`config.mk`:
```
export PLATFORM = sky130hd
export DESIGN_NAME = panel_init_seq
export DESIGN_NICKNAME = d
export VERILOG_FILES = /design/src/rtl/pnlseq_pkg.sv /design/src/rtl/pnlseq_spi_tx.sv /design/src/rtl/pnlseq_ms_timer.sv /design/src/rtl/pnlseq_ctrl.sv /design/src/rtl/panel_init_seq.sv
export SDC_FILE = /design/constraint.sdc
export NUM_CORES = 1
export LEC_CHECK = 0
export ABC_CLOCK_PERIOD_IN_PS = 3750
export BUFFER_PORTS_ARGS = -buffer_cell sky130_fd_sc_hd__buf_2
export CORE_MARGIN = 2
export CORE_UTILIZATION = 52
export CTS_CLUSTER_SIZE = 24
export DETAILED_ROUTE_END_ITERATION = 8
export PLACE_DENSITY = 0.68
export SLEW_MARGIN = 20
export SYNTH_ARGS = -nofsm -noshare
export SYNTH_HDL_FRONTEND = slang
export SYNTH_HIERARCHICAL = 1
export SYNTH_SLANG_ARGS = --single-unit
```
`constraint.sdc`:
```
create_clock -name clk -period 3.75 [get_ports clk]
set_input_delay 0.9375 -clock clk [delete_from_list [all_inputs] [get_ports clk]]
set_output_delay 0.9375 -clock clk [all_outputs]
set_load 0.1 [all_outputs]
```
`src/rtl/pnlseq_pkg.sv`:
```
package pnlseq_pkg;

    localparam int PTR_W = 6;
    localparam int DLY_W = 10;

    localparam logic [7:0] HDR_SELECT = 8'h70;
    localparam logic [7:0] HDR_VALUE  = 8'h72;

    localparam int BOOT_FIRST = 0;
    localparam int BOOT_LAST  = 50;
    localparam int UP_FIRST   = 51;
    localparam int UP_LAST    = 55;
    localparam int DOWN_FIRST = 56;
    localparam int DOWN_LAST  = 60;

    typedef struct packed {
        logic [7:0]       reg_idx;
        logic [15:0]      value;
        logic [DLY_W-1:0] wait_ms;
    } cmd_t;

    typedef enum logic [2:0] {
        C_IDLE, C_SEL_GO, C_SEL_WAIT, C_VAL_GO, C_VAL_WAIT, C_DLY_GO, C_DLY_WAIT
    } ctl_state_t;

    function automatic cmd_t mk(input logic [7:0] r, input logic [15:0] v, input int d);
        cmd_t c;
        c.reg_idx = r;
        c.value   = v;
        c.wait_ms = DLY_W'(d);
        return c;
    endfunction

    // Command table: start-up 0..46, switch 47..50, power-up 51..55, power-down 56..60
    function automatic cmd_t rom_entry(input logic [PTR_W-1:0] a);
        case (a)
            6'd0:  return mk(8'h01, 16'h0000, 0);
            6'd1:  return mk(8'h02, 16'h0700, 0);
            6'd2:  return mk(8'h03, 16'h50A0, 0);
            6'd3:  return mk(8'h04, 16'h0000, 0);
            6'd4:  return mk(8'h08, 16'h0606, 0);
            6'd5:  return mk(8'h09, 16'h0000, 0);
            6'd6:  return mk(8'h0A, 16'h0000, 0);
            6'd7:  return mk(8'h0C, 16'h0000, 0);
            6'd8:  return mk(8'h0D, 16'h0000, 0);
            6'd9:  return mk(8'h0F, 16'h0002, 0);
            6'd10: return mk(8'h11, 16'h0007, 0);
            6'd11: return mk(8'h12, 16'h0000, 0);
            6'd12: return mk(8'h13, 16'h0000, 200);
            6'd13: return mk(8'h07, 16'h0101, 0);
            6'd14: return mk(8'h10, 16'h12B0, 0);
            6'd15: return mk(8'h11, 16'h0007, 0);
            6'd16: return mk(8'h12, 16'h01BB, 50);
            6'd17: return mk(8'h13, 16'h0013, 0);
            6'd18: return mk(8'h29, 16'h0010, 50);
            6'd19: return mk(8'h30, 16'h000A, 0);
            6'd20: return mk(8'h31, 16'h1326, 0);
            6'd21: return mk(8'h32, 16'h0A29, 0);
            6'd22: return mk(8'h35, 16'h0A0A, 0);
            6'd23: return mk(8'h36, 16'h1E03, 0);
            6'd24: return mk(8'h37, 16'h031E, 0);
            6'd25: return mk(8'h38, 16'h0706, 0);
            6'd26: return mk(8'h39, 16'h0303, 0);
            6'd27: return mk(8'h3C, 16'h010E, 0);
            6'd28: return mk(8'h3D, 16'h040E, 0);
            6'd29: return mk(8'h50, 16'h0000, 0);
            6'd30: return mk(8'h51, 16'h00EF, 0);
            6'd31: return mk(8'h52, 16'h0000, 0);
            6'd32: return mk(8'h53, 16'h013F, 0);
            6'd33: return mk(8'h60, 16'h2700, 0);
            6'd34: return mk(8'h61, 16'h0001, 0);
            6'd35: return mk(8'h6A, 16'h0000, 0);
            6'd36: return mk(8'h80, 16'h0000, 0);
            6'd37: return mk(8'h81, 16'h0000, 0);
            6'd38: return mk(8'h82, 16'h0000, 0);
            6'd39: return mk(8'h83, 16'h0000, 0);
            6'd40: return mk(8'h84, 16'h0000, 0);
            6'd41: return mk(8'h85, 16'h0000, 0);
            6'd42: return mk(8'h90, 16'h0010, 0);
            6'd43: return mk(8'h92, 16'h0000, 0);
            6'd44: return mk(8'h95, 16'h0210, 0);
            6'd45: return mk(8'h97, 16'h0000, 0);
            6'd46: return mk(8'h07, 16'h0133, 0);
            6'd47: return mk(8'h03, 16'h1080, 0);
            6'd48: return mk(8'h20, 16'h0000, 0);
            6'd49: return mk(8'h21, 16'h0000, 0);
            6'd50: return mk(8'h0C, 16'h0111, 500);
            6'd51: return mk(8'h10, 16'h1280, 0);
            6'd52: return mk(8'h07, 16'h0101, 100);
            6'd53: return mk(8'h07, 16'h0121, 0);
            6'd54: return mk(8'h07, 16'h0123, 100);
            6'd55: return mk(8'h07, 16'h0133, 10);
            6'd56: return mk(8'h07, 16'h0131, 100);
            6'd57: return mk(8'h07, 16'h0130, 100);
            6'd58: return mk(8'h07, 16'h0100, 0);
            6'd59: return mk(8'h10, 16'h0280, 0);
            6'd60: return mk(8'h12, 16'h018B, 0);
            default: return mk(8'h00, 16'h0000, 0);
        endcase
    endfunction

    function automatic logic [23:0] select_frame(input cmd_t c);
        return {HDR_SELECT, 8'h00, c.reg_idx};
    endfunction

    function automatic logic [23:0] value_frame(input cmd_t c);
        return {HDR_VALUE, c.value};
    endfunction

endpackage

```
`src/rtl/pnlseq_spi_tx.sv`:
```
module pnlseq_spi_tx #(
    parameter int HALF_DIV = 2,
    parameter int FRAME_W  = 24
) (
    input  logic               clk,
    input  logic               rst,
    input  logic               start,
    input  logic [FRAME_W-1:0] frame,
    output logic               tx_done,
    output logic               sclk,
    output logic               cs_n,
    output logic               mosi
);
    localparam int CW = $clog2(2 * HALF_DIV) + 1;
    localparam int BW = $clog2(FRAME_W) + 1;

    typedef enum logic [1:0] {T_IDLE, T_SHIFT, T_GAP} tx_state_t;

    tx_state_t          st;
    logic [FRAME_W-1:0] sh;
    logic [BW-1:0]      bitn;
    logic [CW-1:0]      cnt;

    always_ff @(posedge clk) begin
        if (rst) begin
            st      <= T_IDLE;
            cs_n    <= 1'b1;
            sclk    <= 1'b0;
            sh      <= '0;
            bitn    <= '0;
            cnt     <= '0;
            tx_done <= 1'b0;
        end else begin
            tx_done <= 1'b0;
            case (st)
                T_IDLE: if (start) begin
                    sh   <= frame;
                    cs_n <= 1'b0;
                    cnt  <= '0;
                    bitn <= '0;
                    st   <= T_SHIFT;
                end
                T_SHIFT: if (cnt == CW'(HALF_DIV - 1)) begin
                    cnt  <= '0;
                    sclk <= ~sclk;
                    if (sclk) begin
                        if (bitn == BW'(FRAME_W - 1)) begin
                            cs_n <= 1'b1;
                            st   <= T_GAP;
                        end else begin
                            sh   <= sh << 1;
                            bitn <= bitn + 1'b1;
                        end
                    end
                end else begin
                    cnt <= cnt + 1'b1;
                end
                T_GAP: if (cnt == CW'(2 * HALF_DIV - 1)) begin
                    cnt     <= '0;
                    tx_done <= 1'b1;
                    st      <= T_IDLE;
                end else begin
                    cnt <= cnt + 1'b1;
                end
                default: st <= T_IDLE;
            endcase
        end
    end

    assign mosi = sh[FRAME_W-1];

    p_sclk_low_idle_r3: assert property (@(posedge clk) disable iff (rst)
        cs_n |-> !sclk);
    p_cs_holds_high_r3: assert property (@(posedge clk) disable iff (rst)
        $rose(cs_n) |=> cs_n);
    p_bits_bounded_r1: assert property (@(posedge clk) disable iff (rst)
        bitn < BW'(FRAME_W));
endmodule

```
`src/rtl/pnlseq_ms_timer.sv`:
```
module pnlseq_ms_timer #(
    parameter int TICKS_PER_MS = 1000,
    parameter int DLY_W        = 10
) (
    input  logic             clk,
    input  logic             rst,
    input  logic             start,
    input  logic [DLY_W-1:0] ms,
    output logic             expired
);
    localparam int PW = $clog2(TICKS_PER_MS + 1);

    logic [PW-1:0]    pre;
    logic [DLY_W-1:0] left;
    logic             run;

    always_ff @(posedge clk) begin
        if (rst) begin
            pre     <= '0;
            left    <= '0;
            run     <= 1'b0;
            expired <= 1'b0;
        end else begin
            expired <= 1'b0;
            if (start) begin
                run  <= 1'b1;
                pre  <= '0;
                left <= ms;
            end else if (run) begin
                if (pre == PW'(TICKS_PER_MS - 1)) begin
                    pre <= '0;
                    if (left == DLY_W'(1)) begin
                        run     <= 1'b0;
                        expired <= 1'b1;
                    end else begin
                        left <= left - 1'b1;
                    end
                end else begin
                    pre <= pre + 1'b1;
                end
            end
        end
    end

    p_start_nonzero_r4: assert property (@(posedge clk) disable iff (rst)
        start |-> (ms != '0));
    p_start_when_idle_r4: assert property (@(posedge clk) disable iff (rst)
        start |-> !run);
endmodule

```
`src/rtl/pnlseq_ctrl.sv`:
```
module pnlseq_ctrl
    import pnlseq_pkg::*;
(
    input  logic             clk,
    input  logic             rst,
    input  logic             pwr_req,
    input  logic             tx_done,
    input  logic             tmr_expired,
    output logic             tx_start,
    output logic [23:0]      tx_frame,
    output logic             tmr_start,
    output logic [DLY_W-1:0] tmr_ms,
    output logic             busy,
    output logic             done,
    output logic             panel_on
);
    ctl_state_t       st;
    logic [PTR_W-1:0] ptr;
    logic [PTR_W-1:0] last;
    logic             target;
    cmd_t             cur;
    logic             entry_end;

    assign cur       = rom_entry(ptr);
    assign entry_end = ((st == C_DLY_GO) && (cur.wait_ms == '0)) ||
                       ((st == C_DLY_WAIT) && tmr_expired);
    assign busy      = (st != C_IDLE);

    always_ff @(posedge clk) begin
        if (rst) begin
            st        <= C_SEL_GO;
            ptr       <= PTR_W'(BOOT_FIRST);
            last      <= PTR_W'(BOOT_LAST);
            target    <= 1'b1;
            panel_on  <= 1'b0;
            done      <= 1'b0;
            tx_start  <= 1'b0;
            tx_frame  <= '0;
            tmr_start <= 1'b0;
            tmr_ms    <= '0;
        end else begin
            tx_start  <= 1'b0;
            tmr_start <= 1'b0;
            done      <= 1'b0;
            case (st)
                C_IDLE: if (pwr_req != panel_on) begin
                    target <= pwr_req;
                    ptr    <= pwr_req ? PTR_W'(UP_FIRST) : PTR_W'(DOWN_FIRST);
                    last   <= pwr_req ? PTR_W'(UP_LAST)  : PTR_W'(DOWN_LAST);
                    st     <= C_SEL_GO;
                end
                C_SEL_GO: begin
                    tx_start <= 1'b1;
                    tx_frame <= select_frame(cur);
                    st       <= C_SEL_WAIT;
                end
                C_SEL_WAIT: if (tx_done) st <= C_VAL_GO;
                C_VAL_GO: begin
                    tx_start <= 1'b1;
                    tx_frame <= value_frame(cur);
                    st       <= C_VAL_WAIT;
                end
                C_VAL_WAIT: if (tx_done) st <= C_DLY_GO;
                C_DLY_GO: if (cur.wait_ms != '0) begin
                    tmr_start <= 1'b1;
                    tmr_ms    <= cur.wait_ms;
                    st        <= C_DLY_WAIT;
                end
                default: ;
            endcase
            if (entry_end) begin
                if (ptr == last) begin
                    st       <= C_IDLE;
                    done     <= 1'b1;
                    panel_on <= target;
                end else begin
                    ptr <= ptr + 1'b1;
                    st  <= C_SEL_GO;
                end
            end
        end
    end

    p_idle_no_launch_r8: assert property (@(posedge clk) disable iff (rst)
        (st == C_IDLE) |=> !tx_start);
    p_ptr_in_range_r5: assert property (@(posedge clk) disable iff (rst)
        ptr <= last);
endmodule

```
`src/rtl/panel_init_seq.sv`:
```
module panel_init_seq #(
    parameter int CLK_HZ           = 100_000_000,
    parameter int SIM_TICKS_PER_MS = 0,
    parameter int SCLK_HALF_DIV    = 2
) (
    input  logic clk,
    input  logic rst,
    input  logic pwr_req,
    output logic spi_sclk,
    output logic spi_cs_n,
    output logic spi_mosi,
    output logic busy,
    output logic done,
    output logic panel_on
);
    import pnlseq_pkg::*;

    localparam int TICKS = (SIM_TICKS_PER_MS > 0) ? SIM_TICKS_PER_MS : (CLK_HZ / 1000);

    logic             tx_start;
    logic [23:0]      tx_frame;
    logic             tx_done;
    logic             tmr_start;
    logic [DLY_W-1:0] tmr_ms;
    logic             tmr_expired;

    pnlseq_ctrl u_ctrl (
        .clk(clk), .rst(rst), .pwr_req(pwr_req),
        .tx_done(tx_done), .tmr_expired(tmr_expired),
        .tx_start(tx_start), .tx_frame(tx_frame),
        .tmr_start(tmr_start), .tmr_ms(tmr_ms),
        .busy(busy), .done(done), .panel_on(panel_on)
    );

    pnlseq_spi_tx #(.HALF_DIV(SCLK_HALF_DIV), .FRAME_W(24)) u_tx (
        .clk(clk), .rst(rst), .start(tx_start), .frame(tx_frame),
        .tx_done(tx_done), .sclk(spi_sclk), .cs_n(spi_cs_n), .mosi(spi_mosi)
    );

    pnlseq_ms_timer #(.TICKS_PER_MS(TICKS), .DLY_W(DLY_W)) u_tmr (
        .clk(clk), .rst(rst), .start(tmr_start), .ms(tmr_ms),
        .expired(tmr_expired)
    );

    p_quiet_when_idle_r8: assert property (@(posedge clk) disable iff (rst)
        !busy |-> spi_cs_n);
    p_done_single_r10: assert property (@(posedge clk) disable iff (rst)
        done |=> !done);
    p_done_ends_busy_r10: assert property (@(posedge clk) disable iff (rst)
        done |-> (!busy && $past(busy)));
    p_state_with_done_r10: assert property (@(posedge clk) disable iff (rst)
        (panel_on != $past(panel_on)) |-> done);
endmodule

```
-- After elaboration in Yosys (flattened, before gate mapping)
Memory sizes are Yosys's and may differ from the RTL's. A register that Yosys moved wholly into a read port is not among the register bits.
Cells that the tools add are included.
- muxes and demuxes: 54
- reduce and logical (&&, ||, !) cells: 30
- equality and inequality tests: 26
- add/sub/neg operators: 5
- bitwise logic cells: 6
- operator list (kind ; number):
    $mux W24 ; 4
    $pmux W24 S2 ; 2
    $mux W6 ; 9
    $mux W10 ; 4
    $mux W3 ; 8
    $reduce_and A5 Y1 ; 4
    $pmux W3 S6 ; 1
    $add A17 B1 Y17 const B ; 1
    $eq A17 B17 Y1 const B ; 1
    $mux W17 ; 1
    $mux W1 ; 14
    $add A6 B1 Y6 const B ; 2
    $pmux W6 S2 ; 1
    $eq A10 B1 Y1 const B ; 1
    $logic_not A10 Y1 ; 1
    $mux W2 ; 5
    $reduce_and A2 Y1 ; 5
    $reduce_bool A10 Y1 ; 1
    $reduce_or A2 Y1 ; 5
    $sub A10 B1 Y10 const B ; 1
    $eq A3 B2 Y1 const B ; 3
    $eq A3 B3 Y1 const B ; 3
    $ne A3 B1 Y1 const B ; 3
    $pmux W3 S3 ; 1
    23 further kinds ; 40
- word-level logic and storage cells: 143
- memory bits (read-only): 1984
- register bits: 121
- input port bits: 3
- memories: 1
- output and inout bits: 6
- memory list (name ; words ; width ; read ports ; clocked after memory_dff ; wr ports ; line ; text):
    (name not given) ; 64 ; 31 ; 1 ; 1 ; 0 ; pnlseq_pkg.sv:36 ; case (a)

-- Longest topological paths before layout
- depth in word-level cells: 6
- gate-level depth with buffers: 15
- mapped depth without buffers: 12

-- By module
The synthesis kept the hierarchy.
- modules (own cells, without submodules) (module ; times used ; area an instance (µm²) ; cells an instance ; sequential area each (µm²)):
    pnlseq_ctrl ; 1 ; 4291.6 ; 518 ; 1461.4
    pnlseq_spi_tx ; 1 ; 2004.4 ; 210 ; 760.7
    pnlseq_ms_timer ; 1 ; 1493.9 ; 174 ; 580.6

-- Worst setup path after synthesis
Ideal clock, no wire load.
- path type: register to register
- from: register u_ctrl.panel_on
- to: register, netlist name u_ctrl/cur[27]
- library setup time: 91 ps
- required time: 3659 ps
- cell stages (with the launch flop): 12
- buffers on the path: 2
- period minus slack after synthesis: 3339 ps
- path slack: 411 ps
- arrival time: 3248 ps
- path through: dfxtp_1 or4b_1 buf_2 o221ai_1 a21oi_1 inv_1 ha_1 clkbuf_1 nand3_1 o211ai_1 a21oi_1 a311oi_1
- cells in the longest elaborated chain, start to end: 6
- RTL lines (what ; line ; text):
    start, declared ; pnlseq_ctrl.sv:15 ; output logic panel_on
    start signal, assigned ; pnlseq_ctrl.sv:75 ; panel_on <= target;
    $ne A1 B1 Y1 * ; pnlseq_ctrl.sv:46 ; C_IDLE: if (pwr_req != panel_on) begin
    $mux W6 * ; pnlseq_ctrl.sv:46 ;
    $mux W6 * ; pnlseq_ctrl.sv:45 ; case (st)
    $mux W6 ; pnlseq_ctrl.sv:72 ; if (ptr == last) begin
    $mux W6 * ; pnlseq_ctrl.sv:71 ; if (entry_end) begin
    $mux W6 (no source line) * ; - ;
Every way passes the cells marked *; elsewhere a longest branch is shown, timed or not.
A chain may end at the register's enable or synchronous reset.

-- Final worst setup path
- from: register u_ctrl.st[2]
- to: register, netlist name u_ctrl/cur[19]
- cells in the longest elaborated chain, start to end: 5
- elaborated cells on any way between the ends: 10
- classes of those cells: 2 x eq/ne; 4 x mux; 4 x reduce/logical
- RTL lines (what ; line ; text):
    start, declared ; pnlseq_ctrl.sv:17 ; ctl_state_t st;
    start signal, assigned ; pnlseq_ctrl.sv:31 ; st <= C_SEL_GO;
    start signal, assigned ; pnlseq_ctrl.sv:50 ; st <= C_SEL_GO;
    start signal, assigned ; pnlseq_ctrl.sv:55 ; st <= C_SEL_WAIT;
    $logic_not A3 Y1, or another cell as far along ; pnlseq_ctrl.sv:45 ;
    $mux W6, or another cell as far along ; pnlseq_ctrl.sv:45 ;
    $mux W6 / $logic_or A1 B1 Y1 (equally long branches) ; pnlseq_ctrl.sv:72, pnlseq_ctrl.sv:25 ;
    $mux W6 * ; pnlseq_ctrl.sv:71 ;
    $mux W6 (no source line) * ; - ;
Marks and branches as above.

==> out/qor.yml <==
sta:
  finalHoldViolCount: 0
  rsz0062_at_grt: "no"
  fin_crit_ns: 3.35
  final.setup.worst_slack_ns: 0.396
  fin_tns_setup_ns: 0
  fmax_ghz: 0.298
  maxSlewViolCount: 0
  skew_ns: 0.00936
  setup_viol: 0
  slew_headroom: 0.561
  worstMarginPinSlew_ns: 0.654
  fin_crit_sh: 0.894
flow_run:
  cap_violations: 0
routing:
  drc_errors: 0
  vias_per_cell: 6.25
  ant_nets: 0
  drt_iter0_drc: 743
  finalWirelength_um: 19000
  num_vias: 6735
  drt_first_pass_iters: 6
  wl_per_cell_um: 17.7
worst_setup_path:
  reg2reg_setup_slack_ns: 0.40
  worstPathMaxFanout: 18
  rr_startpoint: "u_ctrl/st[2]"
  critPathRequiredTime_ns: 4.10
  worstPathArrival_ns: 3.71
  r2r-end: "u_ctrl/cur[19]"
  critPathLaunchType: "flop"
  endpoint_kind: "flop"
  reg2regPathDepth: 11
  worstSetupPathType: "reg2reg"
clock_tree:
  post_cts_buffers: 0
  clock-root-buffer: "clkbuf_16"
  tritoncts: "done"
  ctsHtreeMaxLevel: 4
  cts.hold.buffers_added: 0
  cts_num_sinks: 140
  cts_resized: 0
  clk_path_buf_depth: 2
  clk_latency_ns: 0.42
  path_clk_slew_ns: 0.06
  cts_made_buffers: 17
placement:
  gp_congestion: 0.944
  io_buffers: 8
  dp_slack_ns: 0.392
  post-place-cells: 1045
  hpwl_um: 12700
finish:
  area_growth_pct: 8.64
  instances_no_fill: 1077
  nNetsFinal: 908
  drive_above_1_share: 0.139
  final_core_util: 0.580
  num_antenna_cells: 0
logic_synthesis:
  async_reset_ff_frac: 0
  synth_cells: 902
  synth_top_area_share: 0.360
  yosysMostFrequentCell: "dfxtp_1"
  seq_area_frac_synth: 0.360
  syn_area_mm2: 0.00779
  synth_cell_types: 92
  synth-main-ff-cell: "dfxtp_1"
  synth-edff-count: 0
  synth_seq_cells: 140
  synth_common_cells: "dfxtp_1, nor2_1, nand2_1"
  yosysWarnings: 6
  netlist_top_cells_area: "dfxtp_1, mux2i_1, a211oi_1, ha_1, nor2_1"
  yosysTopAreaCell: "dfxtp_1"
  postSynthAreaPerCell_um2: 8.64
floorplanning:
  die_x_um: 126
  initial_core_util: 0.534
  rows: 44
  core_area_mm2: 0.0146
  io_pins: 9
  die_h_um: 126
  die-area_mm2: 0.0160
hold_path:
  worstHoldPathCells: 2
  hold_end: "u_ctrl/tx_frame[11]"
  hold_start: "u_ctrl/tx_frame[11]"
  min_path_type: "reg2reg"
status:
  status: "finished clean"
global_route:
  grt_max_degree: 58
  grt_pass1_wl_um: 31800
  antenna_found_initial: 0
  globalRouteOverflowTotal: 0
  grtUsageTotal: 0.241
  first_global_vias: 6409
power:
  leakagePower_nw: 3.11
  powerDensity_mw_per_mm2: 749
  ir_drop_v: 0.000559
## worst max-delay path, cell delays in order, from the launching register on
cell,delay [ns]
dfxtp_1,0.48
or3_4,0.43
nor2_1,0.24
o21ai_0,0.15
a311o_1,0.43
inv_1,0.31
ha_1,0.24
nand2_1,0.06
a311oi_1,0.54
nand2_1,0.11
o2111ai_1,0.12
o311a_1,0.19
## final cells by class
| type | count | area, um2 |
|---|---|---|
| clock buffers | 19 | 453 |
| clock inverters | 13 | 164 |
| fillers | 1270 | 6130 |
| inverters | 34 | 130 |
| multi-input cells | 656 | 4470 |
| flip-flops and latches | 140 | 2800 |
| well taps | 184 | 230 |
| repair buffers | 31 | 213 |
## stage by stage
step           hold WS [ns]  instance area (um2)  power (W)
2_1_floorplan         0.431                 7810    0.00402
3_5_place_dp          0.445                 7850    0.00458
5_1_grt               0.483                 8460    0.00670
6_report              0.454                 8460    0.00634
4_1_cts               0.451                 8460    0.00633
3_3_place_gp          0.442                 7850    0.00451
## layout by cell type, fill, tap and decap left out, types with 4 or more instances in the layout
master	netlist	layout
o31a_1	4	4
nand4_1	7	7
o221ai_1	6	6
xor2_1	11	11
nor4_1	10	10
xnor2_1	14	14
nand2_1	61	61
clkbuf_16	0	17
o31ai_1	4	4
nor3_1	23	23
ha_1	25	24
or3_1	4	4
o22ai_1	4	4
o211ai_1	6	6
o21ai_0	31	31
buf_4	12	23
nor2b_1	5	4
a32oi_1	5	5
mux2i_1	47	47
dfxtp_1	140	140
a311o_1	5	5
inv_1	28	28
o21ai_1	4	4
a211oi_1	42	42
a31o_2	5	5
buf_2	24	8
a311oi_1	5	5
mux2_2	5	5
a21oi_1	56	56
a21oi_2	20	20
nor2_1	82	82
conb_1	1	7
a31oi_1	10	10
nand2b_1	7	7
and3_1	14	14
nand3_1	43	43
a21boi_0	4	4
## sequential cells by signal, summed over array words and instances, names as in the netlist, 2 cells and up
signal and count:
u_ctrl/cur 31, u_tx/sh 24, u_ctrl/tx_frame 17, u_tmr/pre 17, u_tmr/left 10, u_ctrl/tmr_ms 8, u_ctrl/ptr 6, u_tx/bitn 6
u_ctrl/last 4, u_ctrl/st 3, u_tx/cnt 3, u_tx/st 2
## power by group
part	total [W]	switching [W]	internal (W)
logic	0.00255	0.00161	0.000940
registers	0.00205	0.000238	0.00182
clock network	0.00174	0.000650	0.00109
## cell families after synthesis
group	Yosys count	share of synthesized area
AND/OR/NAND/NOR	294	0.201
XOR/XNOR	25	0.0281
buffers and inverters	112	0.0699
multiplexers	52	0.0676
adder cells (fa/ha/maj)	25	0.0402
AO/OA/AOI/OAI	253	0.233
flip-flops	140	0.360
other	1	0.000481
## routing by layer
metal,vias up,GRT usage,part of all wire,wire [um]
met2,223,0.393,0.48,9070
met4,0,0.0763,0.014,267
met3,25,0.0502,0.051,976
li1,3258,-,-,-
met1,3229,0.320,0.46,8730
met5,-,0,0,0
## worst max path at each step
stage | startpoint | to | slack [ns]
4_1_cts | u_ctrl/st[2] | u_ctrl/cur[19] | 0.44
3_3_place_gp | pwr_req | u_ctrl/cur[22] | 0.51
2_1_floorplan | u_ctrl/panel_on | u_ctrl/cur[27] | 0.41
3_5_place_dp | pwr_req | u_ctrl/cur[13] | 0.39
5_1_grt | u_ctrl/st[0] | u_ctrl/cur[15] | 0.17
6_report | u_ctrl/st[2] | u_ctrl/cur[19] | 0.40
Note: power is estimated with default switching activity, not from simulation.
